===== config.mk =====
export PLATFORM = sky130hd
export DESIGN_NAME = match_timer_snap
export DESIGN_NICKNAME = d
export VERILOG_FILES = /design/src/rtl/tmr_pkg.sv /design/src/rtl/tmr_rst_sync.sv /design/src/rtl/tmr_channel.sv /design/src/rtl/tmr_snap.sv /design/src/rtl/match_timer_snap.sv
export SDC_FILE = /design/constraint.sdc
export NUM_CORES = 1
export LEC_CHECK = 0
export BUFFER_PORTS_ARGS = -buffer_cell sky130_fd_sc_hd__buf_4
export CAP_MARGIN = 30
export CORE_UTILIZATION = 50
export DETAILED_ROUTE_END_ITERATION = 7
export PLACE_DENSITY = 0.73
export SYNTH_ARGS = -nofsm -noshare
export SYNTH_HDL_FRONTEND = slang
export SYNTH_HIERARCHICAL = 1
export SYNTH_SLANG_ARGS = --single-unit

===== constraint.sdc =====
create_clock -name clk -period 51.5 [get_ports clk]
set_clock_uncertainty 0.2 [all_clocks]
set_input_delay 2.575 -clock clk [delete_from_list [all_inputs] [get_ports clk]]
set_output_delay 2.575 -clock clk [all_outputs]
set_load 0.1 [all_outputs]

===== src/rtl/tmr_pkg.sv =====
package tmr_pkg;
  localparam int NUM_TMR   = 3;
  localparam int NUM_CMP   = 3;
  localparam int ADDR_W    = 5;
  // word address map
  localparam int A_MATCH   = 0;
  localparam int A_PRELOAD = A_MATCH + NUM_TMR * NUM_CMP;
  localparam int A_PCTRL   = A_PRELOAD + NUM_TMR;
  localparam int A_STATUS  = A_PCTRL + NUM_TMR;
  localparam int A_IE      = A_STATUS + NUM_TMR;
  localparam int A_ICLR    = A_IE + NUM_TMR;
  localparam int A_RUN     = A_ICLR + NUM_TMR;
  localparam int A_SNAP    = A_RUN + 1;
  localparam int A_BUSY    = A_SNAP + 1;
  // snapshot request field: bit 0 request, counter index from this bit up
  localparam int SNAP_SEL_LSB = 4;
endpackage


===== src/rtl/tmr_rst_sync.sv =====
module tmr_rst_sync (
  input  logic clk,
  input  logic rst_n,
  output logic srst_n
);
  logic [1:0] sync_q;
  logic [1:0] sync_d;

  always_comb sync_d = {sync_q[0], 1'b1};

  always_ff @(posedge clk or negedge rst_n) begin
    if (!rst_n) sync_q <= 2'b00;
    else        sync_q <= sync_d;
  end

  assign srst_n = sync_q[1];
endmodule


===== src/rtl/tmr_channel.sv =====
module tmr_channel #(
  parameter int CNT_W   = 32,
  parameter int NUM_CMP = 3,
  parameter int SEL_W   = 2
) (
  input  logic                           clk,
  input  logic                           rst_n,
  input  logic                           run_i,
  input  logic [CNT_W-1:0]               wdata_i,
  input  logic [NUM_CMP-1:0]             match_we_i,
  input  logic                           preload_we_i,
  input  logic                           pctrl_we_i,
  input  logic                           ie_we_i,
  input  logic                           iclr_we_i,
  output logic [CNT_W-1:0]               count_o,
  output logic [NUM_CMP-1:0][CNT_W-1:0]  match_o,
  output logic [CNT_W-1:0]               preload_o,
  output logic [SEL_W-1:0]               pctrl_o,
  output logic [NUM_CMP-1:0]             status_o,
  output logic [NUM_CMP-1:0]             ie_o,
  output logic                           irq_o
);
  logic [CNT_W-1:0]              count_q, count_d;
  logic [NUM_CMP-1:0][CNT_W-1:0] match_q, match_d;
  logic [CNT_W-1:0]              preload_q, preload_d;
  logic [SEL_W-1:0]              pctrl_q, pctrl_d;
  logic [NUM_CMP-1:0]            status_q, status_d;
  logic [NUM_CMP-1:0]            ie_q, ie_d;
  logic [NUM_CMP-1:0]            hit;
  logic                          reload;
  logic [NUM_CMP-1:0]            clr_mask;

  // comparator events, only while the counter advances
  always_comb begin
    for (int c = 0; c < NUM_CMP; c++) begin
      hit[c] = run_i && (count_q == match_q[c]);
    end
  end

  // reload trigger chosen by the selector (0 = none)
  always_comb begin
    reload = 1'b0;
    for (int c = 0; c < NUM_CMP; c++) begin
      if ((pctrl_q == SEL_W'(c + 1)) && hit[c]) reload = 1'b1;
    end
  end

  always_comb begin
    match_d = match_q;
    for (int c = 0; c < NUM_CMP; c++) begin
      if (match_we_i[c]) match_d[c] = wdata_i;
    end
    preload_d = preload_we_i ? wdata_i : preload_q;
    pctrl_d   = pctrl_we_i ? wdata_i[SEL_W-1:0] : pctrl_q;
    ie_d      = ie_we_i ? wdata_i[NUM_CMP-1:0] : ie_q;
    clr_mask  = iclr_we_i ? wdata_i[NUM_CMP-1:0] : '0;
    status_d  = (status_q & ~clr_mask) | hit;
    if (!run_i)      count_d = count_q;
    else if (reload) count_d = preload_q;
    else             count_d = count_q + 1'b1;
  end

  always_ff @(posedge clk or negedge rst_n) begin
    if (!rst_n) begin
      count_q   <= '0;
      match_q   <= '1;
      preload_q <= '0;
      pctrl_q   <= '0;
      status_q  <= '0;
      ie_q      <= '0;
    end else begin
      count_q   <= count_d;
      match_q   <= match_d;
      preload_q <= preload_d;
      pctrl_q   <= pctrl_d;
      status_q  <= status_d;
      ie_q      <= ie_d;
    end
  end

  assign count_o   = count_q;
  assign match_o   = match_q;
  assign preload_o = preload_q;
  assign pctrl_o   = pctrl_q;
  assign status_o  = status_q;
  assign ie_o      = ie_q;
  assign irq_o     = |(status_q & ie_q);

  // a stopped counter keeps its value
  p_hold_r3: assert property (@(posedge clk) disable iff (!rst_n)
    !run_i |=> count_q == $past(count_q));

  // a reload match loads the reload value
  p_reload_r4: assert property (@(posedge clk) disable iff (!rst_n)
    (run_i && reload) |=> count_q == $past(preload_q));

  // rewriting the reload value leaves the count on its path
  p_preload_quiet_r6: assert property (@(posedge clk) disable iff (!rst_n)
    (run_i && !reload && preload_we_i) |=> count_q == $past(count_q) + 1'b1);

  // an interrupt only rises after an event or an enable write
  p_irq_rise_r8: assert property (@(posedge clk) disable iff (!rst_n)
    $rose(irq_o) |-> ($past(|hit) || $past(ie_we_i)));

  for (genvar c = 0; c < NUM_CMP; c++) begin : g_chk
    // every match event is recorded, even with a clear in the same cycle
    p_status_set_r7: assert property (@(posedge clk) disable iff (!rst_n)
      hit[c] |=> status_q[c]);
  end
endmodule


===== src/rtl/tmr_snap.sv =====
module tmr_snap #(
  parameter int CNT_W   = 32,
  parameter int NUM_TMR = 3,
  parameter int LAT     = 4,
  parameter int TSEL_W  = 2
) (
  input  logic                          clk,
  input  logic                          rst_n,
  input  logic                          req_i,
  input  logic [TSEL_W-1:0]             sel_i,
  input  logic [NUM_TMR-1:0][CNT_W-1:0] counts_i,
  output logic                          busy_o,
  output logic [CNT_W-1:0]              snap_o
);
  localparam int LAT_W = $clog2(LAT + 1);

  logic [CNT_W-1:0] stage_q, stage_d;
  logic [CNT_W-1:0] snap_q, snap_d;
  logic [LAT_W-1:0] lat_q, lat_d;
  logic [CNT_W-1:0] picked;
  logic             accept;

  always_comb begin
    picked = '0;
    for (int t = 0; t < NUM_TMR; t++) begin
      if (sel_i == TSEL_W'(t)) picked = counts_i[t];
    end
  end

  assign busy_o = (lat_q != '0);
  assign accept = req_i && !busy_o;

  always_comb begin
    stage_d = accept ? picked : stage_q;
    if (accept)        lat_d = LAT_W'(LAT);
    else if (busy_o)   lat_d = lat_q - 1'b1;
    else               lat_d = lat_q;
    snap_d = (lat_q == LAT_W'(1)) ? stage_q : snap_q;
  end

  always_ff @(posedge clk or negedge rst_n) begin
    if (!rst_n) begin
      stage_q <= '0;
      snap_q  <= '0;
      lat_q   <= '0;
    end else begin
      stage_q <= stage_d;
      snap_q  <= snap_d;
      lat_q   <= lat_d;
    end
  end

  assign snap_o = snap_q;

  // checker: length of each busy window
  logic [31:0] chk_len_q;
  always_ff @(posedge clk or negedge rst_n) begin
    if (!rst_n)      chk_len_q <= '0;
    else if (busy_o) chk_len_q <= chk_len_q + 1;
    else             chk_len_q <= '0;
  end

  // busy lasts exactly LAT cycles
  p_busy_len_r9: assert property (@(posedge clk) disable iff (!rst_n)
    $fell(busy_o) |-> chk_len_q == 32'(LAT));

  // the published value is the staged copy
  p_publish_r9: assert property (@(posedge clk) disable iff (!rst_n)
    $fell(busy_o) |-> snap_o == $past(stage_q));

  // a request while busy leaves the staged copy alone
  p_busy_ignore_r10: assert property (@(posedge clk) disable iff (!rst_n)
    busy_o |=> $stable(stage_q));

  // an accepted request raises busy
  p_req_busy_r9: assert property (@(posedge clk) disable iff (!rst_n)
    (req_i && !busy_o) |=> busy_o);
endmodule


===== src/rtl/match_timer_snap.sv =====
module match_timer_snap
  import tmr_pkg::*;
#(
  parameter int CNT_W   = 32,
  parameter int CAP_LAT = 4
) (
  input  logic                 clk,
  input  logic                 rst_n,
  input  logic                 bus_wr,
  input  logic [ADDR_W-1:0]    bus_addr,
  input  logic [CNT_W-1:0]     bus_wdata,
  output logic [CNT_W-1:0]     bus_rdata,
  output logic [NUM_TMR-1:0]   irq
);
  localparam int SEL_W  = $clog2(NUM_CMP + 1);
  localparam int TSEL_W = $clog2(NUM_TMR);

  logic                                      srst_n;
  logic [NUM_TMR-1:0]                        run_q, run_d;
  logic [NUM_TMR-1:0][CNT_W-1:0]             cnt_w, pre_w;
  logic [NUM_TMR-1:0][NUM_CMP-1:0][CNT_W-1:0] mat_w;
  logic [NUM_TMR-1:0][SEL_W-1:0]             pc_w;
  logic [NUM_TMR-1:0][NUM_CMP-1:0]           st_w, ie_w;
  logic                                      snap_req, snap_busy;
  logic [TSEL_W-1:0]                         snap_sel;
  logic [CNT_W-1:0]                          snap_val;
  logic                                      run_we;

  tmr_rst_sync i_rst_sync (
    .clk    (clk),
    .rst_n  (rst_n),
    .srst_n (srst_n)
  );

  for (genvar t = 0; t < NUM_TMR; t++) begin : g_tmr
    logic [NUM_CMP-1:0] m_we;
    for (genvar c = 0; c < NUM_CMP; c++) begin : g_mwe
      assign m_we[c] = bus_wr && (bus_addr == ADDR_W'(A_MATCH + t * NUM_CMP + c));
    end

    tmr_channel #(
      .CNT_W   (CNT_W),
      .NUM_CMP (NUM_CMP),
      .SEL_W   (SEL_W)
    ) i_chan (
      .clk          (clk),
      .rst_n        (srst_n),
      .run_i        (run_q[t]),
      .wdata_i      (bus_wdata),
      .match_we_i   (m_we),
      .preload_we_i (bus_wr && (bus_addr == ADDR_W'(A_PRELOAD + t))),
      .pctrl_we_i   (bus_wr && (bus_addr == ADDR_W'(A_PCTRL + t))),
      .ie_we_i      (bus_wr && (bus_addr == ADDR_W'(A_IE + t))),
      .iclr_we_i    (bus_wr && (bus_addr == ADDR_W'(A_ICLR + t))),
      .count_o      (cnt_w[t]),
      .match_o      (mat_w[t]),
      .preload_o    (pre_w[t]),
      .pctrl_o      (pc_w[t]),
      .status_o     (st_w[t]),
      .ie_o         (ie_w[t]),
      .irq_o        (irq[t])
    );
  end

  assign run_we   = bus_wr && (bus_addr == ADDR_W'(A_RUN));
  assign snap_req = bus_wr && (bus_addr == ADDR_W'(A_SNAP)) && bus_wdata[0];
  assign snap_sel = bus_wdata[SNAP_SEL_LSB +: TSEL_W];

  always_comb run_d = run_we ? bus_wdata[NUM_TMR-1:0] : run_q;

  always_ff @(posedge clk or negedge srst_n) begin
    if (!srst_n) run_q <= '0;
    else         run_q <= run_d;
  end

  tmr_snap #(
    .CNT_W   (CNT_W),
    .NUM_TMR (NUM_TMR),
    .LAT     (CAP_LAT),
    .TSEL_W  (TSEL_W)
  ) i_snap (
    .clk      (clk),
    .rst_n    (srst_n),
    .req_i    (snap_req),
    .sel_i    (snap_sel),
    .counts_i (cnt_w),
    .busy_o   (snap_busy),
    .snap_o   (snap_val)
  );

  // read mux
  always_comb begin
    bus_rdata = '0;
    for (int t = 0; t < NUM_TMR; t++) begin
      for (int c = 0; c < NUM_CMP; c++) begin
        if (bus_addr == ADDR_W'(A_MATCH + t * NUM_CMP + c)) bus_rdata = mat_w[t][c];
      end
      if (bus_addr == ADDR_W'(A_PRELOAD + t)) bus_rdata = pre_w[t];
      if (bus_addr == ADDR_W'(A_PCTRL + t))   bus_rdata = CNT_W'(pc_w[t]);
      if (bus_addr == ADDR_W'(A_STATUS + t))  bus_rdata = CNT_W'(st_w[t]);
      if (bus_addr == ADDR_W'(A_IE + t))      bus_rdata = CNT_W'(ie_w[t]);
    end
    if (bus_addr == ADDR_W'(A_RUN))  bus_rdata = CNT_W'(run_q);
    if (bus_addr == ADDR_W'(A_SNAP)) bus_rdata = snap_val;
    if (bus_addr == ADDR_W'(A_BUSY)) bus_rdata = CNT_W'(snap_busy);
  end

  // run register takes the written bits
  p_run_write_r3: assert property (@(posedge clk) disable iff (!srst_n)
    run_we |=> run_q == $past(bus_wdata[NUM_TMR-1:0]));

  // interrupts stay low while in reset
  p_irq_reset_r1: assert property (@(posedge clk)
    !srst_n |-> irq == '0);
endmodule


== Word-level counts from Yosys, hierarchy flattened ==
Cells that the tools add are included.

* Output and inout bits: 35
* Memory bits (read-only): 0
* Memories kept: 0
* Register bits after elaboration: 576
* Latch bits: 0
* Memory bits (writable): 0

* Bitwise operators: 12
* Divide/modulo/power cells: 0
* Multiplexer cells: 44
* Reductions and logical operators: 51
* Add/sub/neg operators: 4
* Equality and inequality tests: 47
* Shift-type cells: 0
* $mul: 0
* Order comparisons: 0

{| class="wikitable"
|+ Operators by type and width
! kind !! number
|-
| $mux 32 || 30
|-
| $eq 32x32->1 || 9
|-
| $add 32x1->32 const B || 3
|-
| $eq 5x5->1 const B || 11
|-
| $logic_and 1x1->1 || 43
|-
| $eq 5x4->1 const B || 8
|-
| $eq 5x3->1 const B || 4
|-
| $and 3x3->3 || 6
|-
| $mux 3 || 5
|-
| $eq 2x2->1 const B || 7
|-
| $eq 5x2->1 const B || 2
|-
| $mux 1 || 9
|-
| $not 3->3 || 3
|-
| $or 3x3->3 || 3
|-
| $reduce_or 3->1 || 3
|-
| $eq 2x1->1 const B || 4
|-
| $eq 5x1->1 const B || 1
|-
| $logic_not 5->1 || 1
|-
| $eq 3x1->1 const B || 1
|-
| $reduce_bool 3->1 || 1
|-
| $sub 3x1->3 const B || 1
|-
| $logic_not 2->1 || 1
|-
| $reduce_bool 2->1 || 1
|-
| $logic_not 1->1 || 1
|}

== Depth between registers and ports, before layout ==
Gate-level depths: netlist (run 1).

* Depth after elaboration: 25
* Mapped depth: 11
* Gate-level depth less buffers: 8

== Hierarchy ==
The synthesis (run 1) kept the hierarchy.

{| class="wikitable"
|+ By module, submodules not included
! module !! times used !! area an instance (um2) !! sequential area each (um2) !! cells an instance
|-
| tmr_channel || 3 || 8574.5 || 4324.1 || 710
|-
| match_timer_snap || 1 || 4305.4 || 75.1 || 578
|-
| tmr_snap || 1 || 3293.2 || 1676.6 || 299
|-
| tmr_rst_sync || 1 || 53.8 || 50.0 || 3
|}

== Worst setup path after synthesis (run 1) ==
Ideal clock, no wire load.

* Kind: input port to output port
* Start point: input bus_addr[0]
* End point: output bus_rdata[2]
* Arrival: 5.792 ns
* Stages on the path: 6
* Slack: 42.933 ns
* Path buffers: 1
* Required time: 48.725 ns
* Path through: buf_6 or4b_4 o21ai_1 o311a_1 nor4_1 o31ai_1

* Cells in the longest elaborated chain, start to end: 25

{| class="wikitable"
|+ Ends and longest elaborated chain
! element !! line !! text
|-
| from (decl) || match_timer_snap.sv:10 || <nowiki>input logic [ADDR_W-1:0] bus_addr,</nowiki>
|-
| $logic_not 5->1 || match_timer_snap.sv:96 || <nowiki>if (bus_addr == ADDR_W'(A_MATCH + t * NUM_CMP + c)) bus_rdata = mat_w[t][c];</nowiki>
|-
| $mux 32 (3 in a row) || match_timer_snap.sv:96 ||
|-
| $mux 32 || match_timer_snap.sv:98 || <nowiki>if (bus_addr == ADDR_W'(A_PRELOAD + t)) bus_rdata = pre_w[t];</nowiki>
|-
| $mux 32 || match_timer_snap.sv:99 || <nowiki>if (bus_addr == ADDR_W'(A_PCTRL + t)) bus_rdata = CNT_W'(pc_w[t]);</nowiki>
|-
| $mux 32 || match_timer_snap.sv:100 || <nowiki>if (bus_addr == ADDR_W'(A_STATUS + t)) bus_rdata = CNT_W'(st_w[t]);</nowiki>
|-
| $mux 32 || match_timer_snap.sv:101 || <nowiki>if (bus_addr == ADDR_W'(A_IE + t)) bus_rdata = CNT_W'(ie_w[t]);</nowiki>
|-
| $mux 32 (3 in a row) || match_timer_snap.sv:96 ||
|-
| $mux 32 || match_timer_snap.sv:98 ||
|-
| [3 not listed] || n/a ||
|-
| $mux 32 (3 in a row) || match_timer_snap.sv:96 ||
|-
| $mux 32 || match_timer_snap.sv:98 ||
|-
| $mux 32 || match_timer_snap.sv:99 ||
|-
| $mux 32 || match_timer_snap.sv:100 ||
|-
| $mux 32 || match_timer_snap.sv:101 ||
|-
| $mux 32 || match_timer_snap.sv:103 || <nowiki>if (bus_addr == ADDR_W'(A_RUN)) bus_rdata = CNT_W'(run_q);</nowiki>
|-
| $mux 32 || match_timer_snap.sv:104 || <nowiki>if (bus_addr == ADDR_W'(A_SNAP)) bus_rdata = snap_val;</nowiki>
|-
| $mux 32 (*) || match_timer_snap.sv:105 || <nowiki>if (bus_addr == ADDR_W'(A_BUSY)) bus_rdata = CNT_W'(snap_busy);</nowiki>
|-
| to (decl) || match_timer_snap.sv:12 || <nowiki>output logic [CNT_W-1:0] bus_rdata,</nowiki>
|}

Every way passes the cells marked *; elsewhere a longest branch is shown, timed or not.

== Worst setup path in the final report (run 1) ==
* Start point: input bus_addr[0]
* End point: output bus_rdata[22]

The elaborated chain is that of the path after synthesis.

==> results.txt, run 1 <==
By instance count, the cell type seen most on the critical path is sky130_fd_sc_hd__buf_4. The first global-routing pass estimated 170 mm of wire. The count of filler cells inserted in the layout is 5676. After synthesis, the largest family of logic cells by area is multiplexers. Of the total synthesized cell area, the portion taken by AND, OR, NAND and NOR gates is 0.111.

After detailed routing, the total wire length is 116 mm. The peak supply drop came out at 0.0328 mV. The highest net fanout along the worst path came out at 35. The commonest cells after synthesis are 425 x sky130_fd_sc_hd__mux2_2, 288 x sky130_fd_sc_hd__dfrtp_1, 288 x sky130_fd_sc_hd__dfstp_2. The number of antenna violations at the first check in global routing is 2.

The number of global-route vias before repair was 24.9k. The first detailed-routing pass ran for 5 iterations. Among all cell types in the netlist, the one instantiated most often is sky130_fd_sc_hd__mux2_2. The final antenna diode count is 0. The final routed wire length divided by cell count came out at 30.1 um. The worst-case headroom to the max-slew limit came out at 0.289.

The slack of the worst reg-to-reg path is 47.25 ns. In the routed design, unresolved DRC markers number 0. STA classifies the critical path startpoint as a primary input. During synthesis, Yosys emitted a total of 6 warnings. The post-route antenna net violation count is 0.

The clock slew seen by the registers of the worst setup and hold paths is 0.06 ns. The required time reported for the critical path endpoint came out at 48.73 ns. The area share of the largest cell type after synthesis is 0.227.

The leakage power total came out at 14.3 nW. Power spread over the standard cell area amounts to 47.6 nW/um2. For this configuration, the core starts out at a cell density of 0.507. The cell row count came out at 94. Setup repair after global routing left no endpoint under its margin. The total via count after detailed routing is 25.3k.

The count of flip-flops with a built-in enable after synthesis is 0. The detailed router finished its first iteration with 3090 violations. In this run the worst setup path begins at bus_addr[0].

The final cell utilization of the core is 0.548. The startpoint identified for the worst register-to-register timing path is i_rst_sync/sync_q[1]. The register area share after synthesis came out at 0.443. The worst setup timing slack at the placement stage is 43.26 ns. Along the worst hold path, the cell count comes to 0. Routability-driven placement finished with a final weighted congestion of 1.03. The number of hold-slack violations in the final timing report came out at 0. The post-place instance area is 34000 um2.

The floorplan step set the die height to 260 um. Compared with the post-synthesis result, the final layout area differs by 8.08%. The remaining global-route overflow came out at 0. Registers take 14800 um2.

The net count after synthesis came out at 3056. The share of flip-flops with an asynchronous set or reset is 1.00. The synthesized netlist contains 95 unique library cells. The placeable core region is 65900 um2. The critical path ends at bus_rdata[22]. The post-cts sizing count is 0. The worst path needs 8.32 ns of the cycle, external delays included. The maximum level of the CTS H-tree is 2.

The parity-gate share of the synthesized area counting xor and xnor cells is 0.0769. The synthesized design spends more area on one cell type than any other, namely sky130_fd_sc_hd__dfstp_2. Of the total synthesized cell area, the portion taken by full adders, half adders and majority gates is 0.00225. The placed wire-length estimate came out at 85.0 mm. In the synthesized netlist, the number of instances is 3010. The number of max-slew violations in the final report was 0. Entering global routing, the biggest net connects 74 pins. The final number of setup-violating endpoints is 0. The critical path goes through buf_4 > buf_4 > inv_1 > buf_4 > nand2_2 > nor2_1 > a21oi_1 > o2111ai_1 > buf_4. The maximum buffer depth of the clock tree is 3. The width of the die is 260 um. Setup slack closes at 43.18 ns. In the post-synthesis netlist, the biggest area contributors are sky130_fd_sc_hd__dfstp_2 23%, sky130_fd_sc_hd__dfrtp_1 22%, sky130_fd_sc_hd__mux2_2 14%. The total routing resource utilization after global routing is 0.343. The overall die area came out at 67800 um2. The multi-input combinational cell area is 16900 um2. Across the run, the number of max-cap violations was 0.

The via density per instance came out at 6.56. The count of hold buffers inserted by post-cts repair came out at 0. The ratio of cells with drive above 1 in the final layout came out at 0.342. The CTS sink count came out at 576. The data arrival time at the worst-slack endpoint is 5.54 ns. The area fraction in compound gates after synthesis was 0.102.

Setup total negative slack on the finished layout was measured at 0 ns. The worst setup path is captured at a primary output. The capture instance of the worst register-to-register path is g_tmr[2].i_chan/count_o[2]. The number of flip-flops and latches in the synthesized netlist is 576. The maximum clock rate came out at 0.120 GHz.

The clock insertion delay at the later pin of the skew report came out at 0.67 ns. The mean post-synth cell area is 11.1 um2. In this run, CTS created clock tree buffers numbering 61. The count of input and output buffers is 74.

The number of nets in the layout is 2980. The slowest stage of the critical path belongs to the cell sky130_fd_sc_hd__nand2_2. The mux contribution to synthesized area came out at 0.211. The run finished with clean final reports. The total I/O pin count is 75. The worst hold path belongs to the class flip-flop to flip-flop. Summing internal, switching and leakage power gives 1.72 mW. The mapped cell area came out at 33400 um2. The cell area after layout is 36100 um2. The post-CTS setup buffer count is 0.

At the pin with the least slew margin, the transition time is 1.06 ns. Clock tree synthesis selected as its root buffer the cell sky130_fd_sc_hd__clkbuf_16. The final clock period utilization by the worst path came out at 0.162. The clock tree from TritonCTS is built. The most used flip-flop cell after synthesis is sky130_fd_sc_hd__dfstp_2. The depth of the most critical reg-to-reg path came out at 5. For this run, the slowest stage of the critical path takes 0.64 ns. The critical path start-end classification is primary input to primary output.
-- layout make-up --
type,count,area share
multi-input cells,2077,0.467
flip-flops and latches,576,0.410
clock buffers,97,0.0508
well taps,864,0.0300
repair buffers,111,0.0251
inverters,107,0.0111
clock inverters,19,0.00565
-- worst max-delay path: cells and delay by family --
kind / cells / cell delay, ns
buf+inv: 5 / 1.61
compound gates: 2 / 0.49
simple gates: 2 / 0.75
-- worst min path at each step --
stage / from / slack [ns] / to
floorplan: i_rst_sync/sync_q[0] / 0.13 / i_rst_sync/sync_q[1]
global placement: i_rst_sync/sync_q[0] / 0.15 / i_rst_sync/sync_q[1]
detailed placement: i_rst_sync/sync_q[0] / 0.14 / i_rst_sync/sync_q[1]
CTS: i_rst_sync/sync_q[0] / 0.17 / i_rst_sync/sync_q[1]
global route: i_rst_sync/sync_q[0] / 0.17 / i_rst_sync/sync_q[1]
finish: i_rst_sync/sync_q[0] / 0.16 / i_rst_sync/sync_q[1]
-- sequential cells by signal, indices dropped and copies added (netlist names) --
register	flops
g_tmr.i_chan/preload_o	96
i_snap/lat_q	3
g_tmr.i_chan/pctrl_o	6
i_snap/stage_q	32
g_tmr.i_chan/ie_o	9
i_rst_sync/sync_q	2
run_q	3
i_snap/snap_o	32
g_tmr.i_chan/match_o	288
g_tmr.i_chan/count_o	96
g_tmr.i_chan/status_o	9
-- metrics by stage --
step,hold slack [ns],instances
floorplan,0.131,3010
global placement,0.146,3729
detailed placement,0.143,3734
CTS,0.166,3850
global route,0.167,3851
finish,0.163,3851
-- routing by layer --
metal,global-route usage,share of wire,vias up
li1,-,-,10641
met1,0.440,0.39,12976
met2,0.543,0.46,1317
met3,0.0729,0.085,326
met4,0.186,0.064,4
met5,0,0.00025,-
-- placed cells by master (no fill, tap or decap), drive strengths merged, types with 5 or more instances in the layout --
cell type and count:
nor3b 6, mux4 27, a31oi 37, nand2 155, xnor2 204, nand3 38, nor3 45, o32ai 6
clkbuf 97, a22oi 142, buf 111, a21oi 96, nand3b 8, and3 39, mux2i 154, or2 35
and2 35, nand4b 5, dfstp 288, mux2 435, clkinv 14, a2bb2oi 30, nand4 65, and4 12
a32oi 6, dfrtp 288, nor2 142, xor2 84, nor2b 18, ha 6, or3b 6, nor4 40
nand2b 12, o2111ai 28, o21ai 95, inv 109
-- power breakdown --
part | switching (mW) | leakage (nW) | total (mW) | internal (mW)
Clock | 0.193 | 1.01 | 0.452 | 0.259
Sequential | 0.176 | 6.44 | 0.769 | 0.593
Combinational | 0.287 | 6.87 | 0.496 | 0.209
Total | 0.656 | 14.3 | 1.72 | 1.06
-- logic make-up (layout without fill, tap and decap cells) --
group                      count (synthesis)  count (layout)
AOI/OAI and AO/OA                        490             490
muxes                                    616             616
buffers and inverters                    357             334
DFF                                      576             576
and+or+nand+nor                          676             676
xor gates and xnor gates                 288             288
adders and majority gates                  6               6
other                                      1               1
Note: power is estimated with default switching activity, not from simulation.
==> inputs of run 2 (changes only) <==
- PLACE_DENSITY: 0.73 -> 0.76
- clock period: 51.5 -> 7.5 ns (I/O delays scaled with it)
==> run 2 against run 1 <==
Compared with the run above: non-clock buffer count increased by 31; utilization increased by 0.85 points; largest cell class unchanged; final area increased by 1.6%; die area unchanged; power increased to 7.0 times the previous value; sequential share of layout area decreased by 0.63 points; setup slack got worse by 40 ns.
==> results.txt, run 2 (synthesized netlist as in run 1, its figures left out) <==
The total routing resource utilization after global routing came to 0.322 (-0.0212). The highest net fanout along the worst path is 52 (+49%). The via density per instance came out at 6.59 (+0.40%).

The number of nets in the layout came out at 3009 (+0.97%). STA classifies the critical path endpoint as a primary output. The final cell utilization of the core is 0.556 (+0.00849).

The final-layout worst hold slack came out at 0.0928 ns (-0.0704 ns). The clock slew seen by the registers of the worst setup and hold paths came out at 0.05 ns (about the same). The number of hold-slack violations in the final timing report came out at 0 (unchanged).

The post-CTS setup buffer count came to 0 (unchanged). The critical path's top delay family is buffers and inverters. The maximum number of pins on one net before global-route repair is 135 (+82%). Traced cell by cell, the critical path runs through buf_4 > buf_4 > nand2b_1 > nor3_4 > buf_4 > a221oi_1 > and3_1 > o21ai_1 > buf_4. The total I/O pin count came out at 75 (unchanged).

The maximum level of the CTS H-tree came to 2 (unchanged). By instance count, the cell type seen most on the critical path is sky130_fd_sc_hd__buf_4. The total wire length after detailed routing is 109 mm (-5.9%).

The aggregate negative setup slack is 0 ns (unchanged). The width of the die came out at 260 um (unchanged). The cell row count is 94 (unchanged). The clock insertion delay at the later pin of the skew report came to 0.68 ns (about the same). The count of input and output buffers is 74 (unchanged). The power per cell area came out at 326 nW/um2 (+580%).

The violation count after the first detailed-route iteration is 3282 (+6.2%). The overall die area is 67800 um2 (unchanged). The transition time of the tightest slew-check pin was 1.07 ns (+0.00979 ns).

The placed wire-length estimate was 79.0 mm (-7.1%). The number of max-slew violations in the final report is 0 (unchanged). The clock tree from TritonCTS is built. The remaining global-route overflow came out at 0 (unchanged). The leakage power total came to 14.6 nW (+1.7%). The critical path's largest stage delay came out at 0.69 ns (+0.05 ns). The placeable core region is 65900 um2 (unchanged). The first-pass GRT wire length came out at 162 mm (-4.7%). The library cell used most frequently in the layout, excluding fill and tap cells, is sky130_fd_sc_hd__mux2_2.

The final RePlAce weighted congestion is 1.01 (-1.6%). The worst setup path is of the primary input to primary output kind. The flow ran to the end, and the final reports show no timing, DRC or antenna violations. The number of buffer and inverter stages on the critical path came to 4 (-1). The worst setup timing slack at the placement stage came out at 3.32 ns (-39.95 ns). The flip-flop count of the largest register, all copies and words added came out at 288 (unchanged). The post-route antenna net violation count came to 0 (unchanged).

The number of global-route vias before repair came to 24.4k (-1.8%). The initial cell density of the core was 0.507 (unchanged). The data arrival time at the worst-slack endpoint is 3.72 ns (-1.82 ns). STA classifies the critical path startpoint as a primary input.

In this run the worst hold path is classified as flip-flop to async pin. The total via count after detailed routing was 25.6k (+1.1%). The clock period minus worst slack is 4.30 ns. Relative to the synthesized area, the layout overhead comes to 9.75%. The worst-case headroom to the max-slew limit is 0.282 (-0.00659). The top cell types in the final layout, fill and taps aside, are 425 x sky130_fd_sc_hd__mux2_2, 288 x sky130_fd_sc_hd__dfstp_2, 284 x sky130_fd_sc_hd__dfrtp_1. The tree is rooted in a sky130_fd_sc_hd__clkbuf_16. The maximum buffer depth of the clock tree came out at 3 (unchanged).

The final clock period utilization by the worst path came out at 0.573. The post-route worst setup slack came out at 3.20 ns (-39.98 ns). The ratio of cells with drive above 1 in the final layout is 0.339 (-0.00306).

The final number of setup-violating endpoints came out at 0 (unchanged). The maximum clock rate is 0.233 GHz. The final routed wire length divided by cell count is 28.1 um (-6.6%). The slowest stage of the critical path belongs to the cell sky130_fd_sc_hd__buf_4.

The total of max-cap violations is 0 (unchanged). The CTS sink count came out at 576 (unchanged). The DRC violation count after routing was 0 (unchanged).

The number of buffers created by CTS is 59 (-3.3%). The vertical die dimension was 260 um (unchanged). The number of antenna violations at the first check in global routing came out at 2 (unchanged).

Setup repair after global routing left no endpoint under its margin. The peak supply drop is 0.245 mV (+650%). The count of TritonRoute iterations in the first routing pass was 6 (+1). The required time reported for the critical path endpoint was 6.92 ns (-41.81 ns).
## run 2: cell type report
class	count	area (um2)
fill	5559	29200
clock buffer	93	1840
multi-input combinational	2077	16900
tap	864	1080
timing repair buffer	142	1310
clock inverter	19	358
antenna	1	2.50
inverter	107	402
sequential	576	14800
## run 2: per-layer routing
metal	GRT usage	up-vias	share of wire
met5	0	-	0.00021
met3	0.0703	305	0.099
met4	0.152	4	0.055
li1	-	10738	-
met1	0.439	13032	0.40
met2	0.488	1471	0.45
## run 2: report_power, final
| group | internal (mW) | leakage, nW | switching, mW |
|---|---|---|---|
| clock network | 2.00 | 1.08 | 1.33 |
| registers | 4.07 | 6.44 | 1.15 |
| logic | 1.45 | 7.04 | 1.93 |
## run 2: worst paths after layout
kind	from	to	slack, ns	depth (start not counted)
worst max-delay path	bus_addr[1]	bus_rdata[30]	3.20	9
worst max register to register	g_tmr[2].i_chan/count_o[2]	g_tmr[2].i_chan/count_o[28]	3.28	8
worst min register to register	i_rst_sync/sync_q[1]	g_tmr[0].i_chan/preload_o[12]	0.09	0
max in group asynchronous	i_rst_sync/sync_q[1]	run_q[0]	5.28	2
min in group clk	bus_wdata[5]	g_tmr[2].i_chan/match_o[5]	0.14	2
worst min-delay path	i_rst_sync/sync_q[1]	g_tmr[0].i_chan/preload_o[12]	0.09	0
## run 2: through the flow
stage	cells	power, mW	instance area [um2]
6_report	3879	11.9	36600
5_1_grt	3878	12.3	36600
4_1_cts	3876	11.8	36600
3_5_place_dp	3732	8.46	34100
3_3_place_gp	3726	8.34	33900
2_1_floorplan	3010	7.27	33400
## run 2: what timing repair did
action	in CTS	in global routing
hold endpoints to repair	335	0
endpoints found under the setup margin	0	0
gates resized for setup	0	0
hold buffers	32	0
